--- src/rtl/ssr_pkg.sv ---
`timescale 1ns/1ps
package ssr_pkg;
  // half-cycle steps counted from the start of the pulse cycle
  localparam int unsigned SO_STEP = 1;
  localparam int unsigned SI_STEP = SO_STEP + 3;

  typedef enum logic [1:0] {
    FR_IDLE,
    FR_DATA,
    FR_STOP
  } fr_state_e;
endpackage

--- src/rtl/ssr_sync.sv ---
`timescale 1ns/1ps
module ssr_sync #(
  parameter int unsigned STAGES = 2
) (
  input  logic clk_i,
  input  logic rst_ni,
  input  logic adv_i,
  input  logic sclk_i,
  input  logic sdata_i,
  output logic pulse_o,
  output logic data_o
);
  // bit 0: clock, bit 1: data, sampled together
  logic [STAGES-1:0][1:0] chain_q;
  logic                   clk_prev_q;

  always_ff @(posedge clk_i or negedge rst_ni) begin
    if (!rst_ni) begin
      chain_q    <= '1;
      clk_prev_q <= 1'b1;
    end else if (adv_i) begin
      chain_q[0] <= {sdata_i, sclk_i};
      for (int i = 1; i < STAGES; i++) chain_q[i] <= chain_q[i-1];
      clk_prev_q <= chain_q[STAGES-1][0];
    end
  end

  assign pulse_o = chain_q[STAGES-1][0] & ~clk_prev_q;
  assign data_o  = chain_q[STAGES-1][1];

  a_r2_pulse_spans_cycle: assert property (@(posedge clk_i) disable iff (!rst_ni)
    (pulse_o && !adv_i) |=> pulse_o);
  a_r2_pulse_single: assert property (@(posedge clk_i) disable iff (!rst_ni)
    (pulse_o && adv_i) |=> !pulse_o);
endmodule

--- src/rtl/ssr_shift_ctl.sv ---
`timescale 1ns/1ps
module ssr_shift_ctl
  import ssr_pkg::*;
(
  input  logic clk_i,
  input  logic rst_ni,
  input  logic phase_i,   // 0: first half of system cycle
  input  logic pulse_i,
  input  logic data_i,
  output logic si_o,
  output logic bit_o
);
  localparam int unsigned SEQ_W = $clog2(SI_STEP + 1);

  logic [SEQ_W-1:0] step_q;
  logic             so;
  logic             bit_q;

  always_ff @(posedge clk_i or negedge rst_ni) begin
    if (!rst_ni) begin
      step_q <= '0;
    end else if (pulse_i && !phase_i) begin
      step_q <= SEQ_W'(SO_STEP);   // new edge restarts the sequence
    end else if (step_q != '0) begin
      step_q <= (step_q == SEQ_W'(SI_STEP)) ? '0 : step_q + 1'b1;
    end
  end

  assign so = (step_q == SEQ_W'(SO_STEP));
  // a fresh pulse in the transfer half cancels the transfer
  assign si_o = (step_q == SEQ_W'(SI_STEP)) && !pulse_i;

  always_ff @(posedge clk_i or negedge rst_ni) begin
    if (!rst_ni)  bit_q <= 1'b1;
    else if (so)  bit_q <= data_i;
  end

  assign bit_o = bit_q;

  a_r3_out_mid_cycle: assert property (@(posedge clk_i) disable iff (!rst_ni)
    so |-> phase_i);
  a_r3_in_cycle_start: assert property (@(posedge clk_i) disable iff (!rst_ni)
    si_o |-> !phase_i);
  a_r3_in_after_gap: assert property (@(posedge clk_i) disable iff (!rst_ni)
    si_o |-> $past(so, 3));
  a_r3_gap_after_out: assert property (@(posedge clk_i) disable iff (!rst_ni)
    so |=> !si_o);
endmodule

--- src/rtl/ssr_frame.sv ---
`timescale 1ns/1ps
module ssr_frame
  import ssr_pkg::*;
#(
  parameter int unsigned DATA_W = 8
) (
  input  logic              clk_i,
  input  logic              rst_ni,
  input  logic              si_i,
  input  logic              bit_i,
  input  logic              ien_we_i,
  input  logic              ien_i,
  output logic [DATA_W-1:0] rx_byte_o,
  output logic              busy_o,
  output logic              ready_o,
  output logic              stop_win_o
);
  localparam int unsigned CNT_W = (DATA_W > 1) ? $clog2(DATA_W) : 1;

  fr_state_e         state_q;
  logic [DATA_W-1:0] shreg_q, rx_q;
  logic [CNT_W-1:0]  cnt_q;
  logic              busy_q, win_q, ien_q, ready_q;
  logic              byte_done;

  assign byte_done = si_i && (state_q == FR_STOP) && bit_i;

  always_ff @(posedge clk_i or negedge rst_ni) begin
    if (!rst_ni) begin
      state_q <= FR_IDLE;
      shreg_q <= '0;
      rx_q    <= '0;
      cnt_q   <= '0;
      busy_q  <= 1'b0;
      win_q   <= 1'b0;
    end else if (si_i) begin
      unique case (state_q)
        FR_IDLE: if (!bit_i) begin
          state_q <= FR_DATA;
          busy_q  <= 1'b1;
          win_q   <= 1'b0;
          cnt_q   <= '0;
        end
        FR_DATA: begin
          shreg_q <= {bit_i, shreg_q[DATA_W-1:1]};
          cnt_q   <= cnt_q + 1'b1;
          if (cnt_q == CNT_W'(DATA_W - 1)) state_q <= FR_STOP;
        end
        FR_STOP: begin
          state_q <= FR_IDLE;
          busy_q  <= 1'b0;
          if (bit_i) begin
            rx_q  <= shreg_q;
            win_q <= 1'b1;
          end
        end
        default: state_q <= FR_IDLE;
      endcase
    end
  end

  always_ff @(posedge clk_i or negedge rst_ni) begin
    if (!rst_ni) begin
      ien_q   <= 1'b0;
      ready_q <= 1'b0;
    end else begin
      if (ien_we_i) ien_q <= ien_i;
      if (ien_we_i && !ien_i)      ready_q <= 1'b0;
      else if (byte_done && ien_q) ready_q <= 1'b1;
    end
  end

  assign rx_byte_o  = rx_q;
  assign busy_o     = busy_q;
  assign ready_o    = ready_q;
  assign stop_win_o = win_q;

  a_r7_busy_on_start: assert property (@(posedge clk_i) disable iff (!rst_ni)
    $rose(busy_o) |-> $past(si_i && !bit_i));
  a_r8_ready_on_shift: assert property (@(posedge clk_i) disable iff (!rst_ni)
    $rose(ready_o) |-> $past(si_i && bit_i));
  a_r9_ready_clear_by_write: assert property (@(posedge clk_i) disable iff (!rst_ni)
    $fell(ready_o) |-> $past(ien_we_i && !ien_i));
  a_r10_win_busy_exclusive: assert property (@(posedge clk_i) disable iff (!rst_ni)
    !(busy_o && stop_win_o));
  a_r11_byte_only_on_stop: assert property (@(posedge clk_i) disable iff (!rst_ni)
    !$stable(rx_byte_o) |-> $past(si_i && bit_i));
endmodule

--- src/rtl/sync_serial_rx.sv ---
`timescale 1ns/1ps
module sync_serial_rx #(
  parameter int unsigned DATA_W      = 8,
  parameter int unsigned SYNC_STAGES = 2
) (
  input  logic              clk_i,
  input  logic              rst_ni,
  input  logic              sclk_i,
  input  logic              sdata_i,
  input  logic              ien_we_i,
  input  logic              ien_i,
  output logic [DATA_W-1:0] rx_byte_o,
  output logic              busy_o,
  output logic              ready_o,
  output logic              stop_win_o
);
  logic phase_q;   // 0: first half, 1: second half of system cycle
  logic pulse, sdata_s, si, bit_s;

  always_ff @(posedge clk_i or negedge rst_ni) begin
    if (!rst_ni) phase_q <= 1'b0;
    else         phase_q <= ~phase_q;
  end

  ssr_sync #(.STAGES(SYNC_STAGES)) u_sync (
    .clk_i   (clk_i),
    .rst_ni  (rst_ni),
    .adv_i   (phase_q),
    .sclk_i  (sclk_i),
    .sdata_i (sdata_i),
    .pulse_o (pulse),
    .data_o  (sdata_s)
  );

  ssr_shift_ctl u_ctl (
    .clk_i   (clk_i),
    .rst_ni  (rst_ni),
    .phase_i (phase_q),
    .pulse_i (pulse),
    .data_i  (sdata_s),
    .si_o    (si),
    .bit_o   (bit_s)
  );

  ssr_frame #(.DATA_W(DATA_W)) u_frame (
    .clk_i      (clk_i),
    .rst_ni     (rst_ni),
    .si_i       (si),
    .bit_i      (bit_s),
    .ien_we_i   (ien_we_i),
    .ien_i      (ien_i),
    .rx_byte_o  (rx_byte_o),
    .busy_o     (busy_o),
    .ready_o    (ready_o),
    .stop_win_o (stop_win_o)
  );
endmodule

--- config.mk ---
export PLATFORM = sky130hd
export DESIGN_NAME = sync_serial_rx
export DESIGN_NICKNAME = d
export VERILOG_FILES = /design/src/rtl/ssr_pkg.sv /design/src/rtl/ssr_sync.sv /design/src/rtl/ssr_shift_ctl.sv /design/src/rtl/ssr_frame.sv /design/src/rtl/sync_serial_rx.sv
export SDC_FILE = /design/constraint.sdc
export NUM_CORES = 1
export LEC_CHECK = 0
export BUFFER_PORTS_ARGS = -buffer_cell sky130_fd_sc_hd__buf_2
export CAP_MARGIN = 30
export CORE_UTILIZATION = 56
export DETAILED_ROUTE_END_ITERATION = 10
export GPL_ROUTABILITY_DRIVEN = 0
export PLACE_DENSITY_LB_ADDON = 0.12
export SLEW_MARGIN = 20
export SYNTH_ARGS = -nofsm -noshare
export SYNTH_HDL_FRONTEND = slang
export SYNTH_HIERARCHICAL = 1
export SYNTH_SLANG_ARGS = --single-unit
export TNS_END_PERCENT = 5
--- constraint.sdc ---
create_clock -name clk_i -period 2.6 [get_ports clk_i]
set_clock_uncertainty 0.2 [all_clocks]
set_input_delay 0.52 -clock clk_i [delete_from_list [all_inputs] [get_ports clk_i]]
set_output_delay 0.52 -clock clk_i [all_outputs]
set_load 0.03 [all_outputs]
==> results.md <==
- Pwr dens: 798 nW/µm²
- Dpl ws: 603 ps
- Overall power: 1.34 mW
- CP required: 2630 ps
- Vias in the first global route: 796
- Mean Syn Cell Area: 14.7 µm²
- Worst-Margin Slew: 752 ps
- Largest family of logic cells by synthesized area: multiplexers
- Synth cell types: 28
- Core area: 2500 µm²
- Cts bufs inserted: 5
- Critical path arrival: 2040 ps
- Setup bufs post-CTS: 0
- Status: complete, no violations
- Max frequency: 497 MHz
- Synth Area in Compound Gates: 5.56%
- TNS Setup: 0 ps
- FF+latch count, synth: 35
- Synth Net Count: 112
- Top cell type by total area after synthesis: dfrtp_1
- Worst R2R End: u_frame/shreg_q[6]
- TritonCTS Sinks: 35
- Ant diodes: 0
- Layout cell share with drive strength beyond 1: 49.6%
- HPWL Detailed: 1480 µm
- Top FF cell, synth: dfrtp_1
- Boundary Pins: 17
- Routed via count: 841
- R2r startpoint: u_ctl/step_q[1]
- Longest Clk Path Bufs: 2
- Antenna violations before repair: 0
- Row count: 18
- Final period util: 77.3%
- Setup CP Type: reg2reg
- Critical Path Fanout Max: 5
- Synth cell count leaders: 29 x dfrtp_1, 21 x mux2_2, 6 x dfstp_2, 6 x inv_1, 5 x ha_1
- Top post-synthesis cells by area: dfrtp_1 49%, mux2_2 16%, dfstp_2 11%
- Async S/R FF share, synth: 100%
- Synth Cell Area: 1490 µm²
- Critical Path End: u_frame/shreg_q[6]
- Gr usage total: 18.8%
- Pin count of the biggest net entering global routing: 36
- Initial core utilization: 59.5%
- Post_cts resized: 0
- Fin nets: 135
- Via density: 5.43
- Fin. Hold Viols: 0
- Residual DRC count: 0
- CTS tree: done
- Min-Delay Path Class: in2async
- Crit. End Element: flop
- Final wirelength: 2130 µm
- FF-to-FF setup slack: 590 ps
- Most common cell in the netlist: dfrtp_1
- Number of synthesized flops with an enable pin: 0
- Final worst slack: 589 ps
- Top cell type's share of synthesized area: 48.8%
- Die ar.: 2860 µm²
- Final ANT Viol Nets: 0
- Synth Area in XOR/XNOR: 0.589%
- Worst slew margin: 49.8%
- RSZ-0062 raised after global routing: false
- Final Setup Violations: 0
- Post-Syn Instances: 101
- Tmin final: 2010 ps
- Iteration-0 DRC Markers: 3
- Yosys warning count: 6
- Worst vdd ir: 0.681 mV
- Buffers added on ports: 16
- GR Overflow Total: 0
- Clock root buffer: clkbuf_4
- Post-synthesis mux area share: 19.6%
- Die span in x: 53.5 µm
- Clock Latency Late Sink: 340 ps
- Synth Area in Adders: 4.21%
- Final slew viol count: 0
- Sequential fraction of the synthesis area: 59.4%
- First-pass GRT wire length: 3610 µm
- Pleak: 0.861 nW
- Die height: 53.5 µm
- First-pass DRT Iterations: 4
- CTS clk-pin slew, worst paths: 110 ps
- CTS Hold Bufs: 0
- Max Cap Viol: 0
- Layout area overhead: 12.8%
- FF-to-FF path depth: 6
- Synth Area in Simple Gates: 9.09%
- CTS H-tree depth: 2
- WL/cell: 13.7 µm
- Critical path launch point type: flop
- Crit path from: u_ctl/step_q[1]
-- cells in the final DEF, fill, tap and decap left out --
cell type,synthesis,routed
dfrtp_1,29,29
mux2_2,21,21
buf_2,0,16
inv_1,6,6
dfstp_2,6,6
clkbuf_4,0,5
ha_1,5,5
nor2_1,4,4
mux2_4,3,3
o21ai_0,3,3
a22o_1,3,3
clkbuf_8,0,2
nor2b_1,2,2
nor2b_2,2,2
clkinvlp_4,0,1
and3b_1,1,1
xnor2_1,1,1
nor3_1,1,1
mux2i_1,1,1
a211o_1,1,1
nand2b_4,1,1
and2_4,1,1
nand2_2,1,1
nor2b_4,1,1
nand3_4,1,1
or2b_1,1,1
a2bb2oi_1,1,1
a22o_2,1,1
nand2_1,1,1
nand3_1,1,1
a41oi_1,1,1
a21oi_1,1,1
-- worst max-delay path, cell delays in order, from the launching register on --
cell	delay [ps]
dfrtp_1	420
inv_1	90
ha_1	200
and3b_1	240
nor2b_2	250
and2_4	210
mux2_4	300
-- state kept, by name, indices dropped and copies added (netlist names) --
signal / cells
u_frame/ien_q: 1
phase_q: 1
u_frame/rx_byte_o: 8
u_frame/cnt_q: 3
u_sync/data_o: 1
u_frame/state_q: 2
u_frame/busy_o: 1
u_sync/clk_prev_q: 1
u_frame/ready_o: 1
u_ctl/bit_o: 1
u_sync/chain_q: 3
u_frame/stop_win_o: 1
u_frame/shreg_q: 8
u_ctl/step_q: 3
-- worst min-delay path by stage --
stage / start / depth (start not counted) / end
after CTS: rst_ni / 1 / u_frame/rx_byte_o[7]
after global placement: u_frame/rx_byte_o[6] / 1 / u_frame/rx_byte_o[6]
final: rst_ni / 1 / u_frame/rx_byte_o[7]
after floorplan: rst_ni / 0 / phase_q
after global routing: rst_ni / 1 / u_frame/shreg_q[7]
after detailed placement: u_frame/rx_byte_o[2] / 1 / u_frame/rx_byte_o[2]
-- cell families (layout without fill, tap and decap cells) --
logic type                 Yosys count  count (layout)
buffers and inverters                6              30
DFF                                 35              35
and+or+nand+nor                     18              18
muxes                               25              25
adders and majority gates            5               5
xor gates and xnor gates             1               1
AOI/OAI and AO/OA                   11              11
-- report_power, final --
part | internal [mW] | total [mW] | leakage (nW) | switching (mW)
clock network | 0.158 | 0.337 | 0.0375 | 0.179
logic | 0.156 | 0.276 | 0.374 | 0.121
registers | 0.633 | 0.725 | 0.449 | 0.0919
total | 0.947 | 1.34 | 0.861 | 0.392
-- layout make-up --
type                            instances  area (µm²)
Fill cell                             185         823
Multi-Input combinational cell         60         581
Timing Repair Buffer                   16        80.1
Tap cell                               30        37.5
Sequential cell                        35         883
Clock inverter                          1        7.51
Clock buffer                            7        65.1
Inverter                                6        22.5
-- metal layers --
| layer | up-vias | track usage [%] | wire, µm |
|---|---|---|---|
| met4 | 0 | 7.89 | 41 |
| met3 | 6 | 8.62 | 86 |
| met2 | 14 | 29.0 | 1040 |
| li1 | 402 | - | - |
| met5 | - | 0 | 0 |
| met1 | 419 | 22.5 | 966 |
-- per-stage QoR --
stage	area [µm²]	util [%]	hold slack (ps)	std cells
after floorplan	1490	-	24.4	101
after global placement	1600	64.2	283	147
after detailed placement	1600	64.2	289	147
after CTS	1680	67.1	51.3	155
after global routing	1680	67.1	90.2	155
final	1680	67.1	38.1	155
Note: power is estimated with default switching activity, not from simulation.
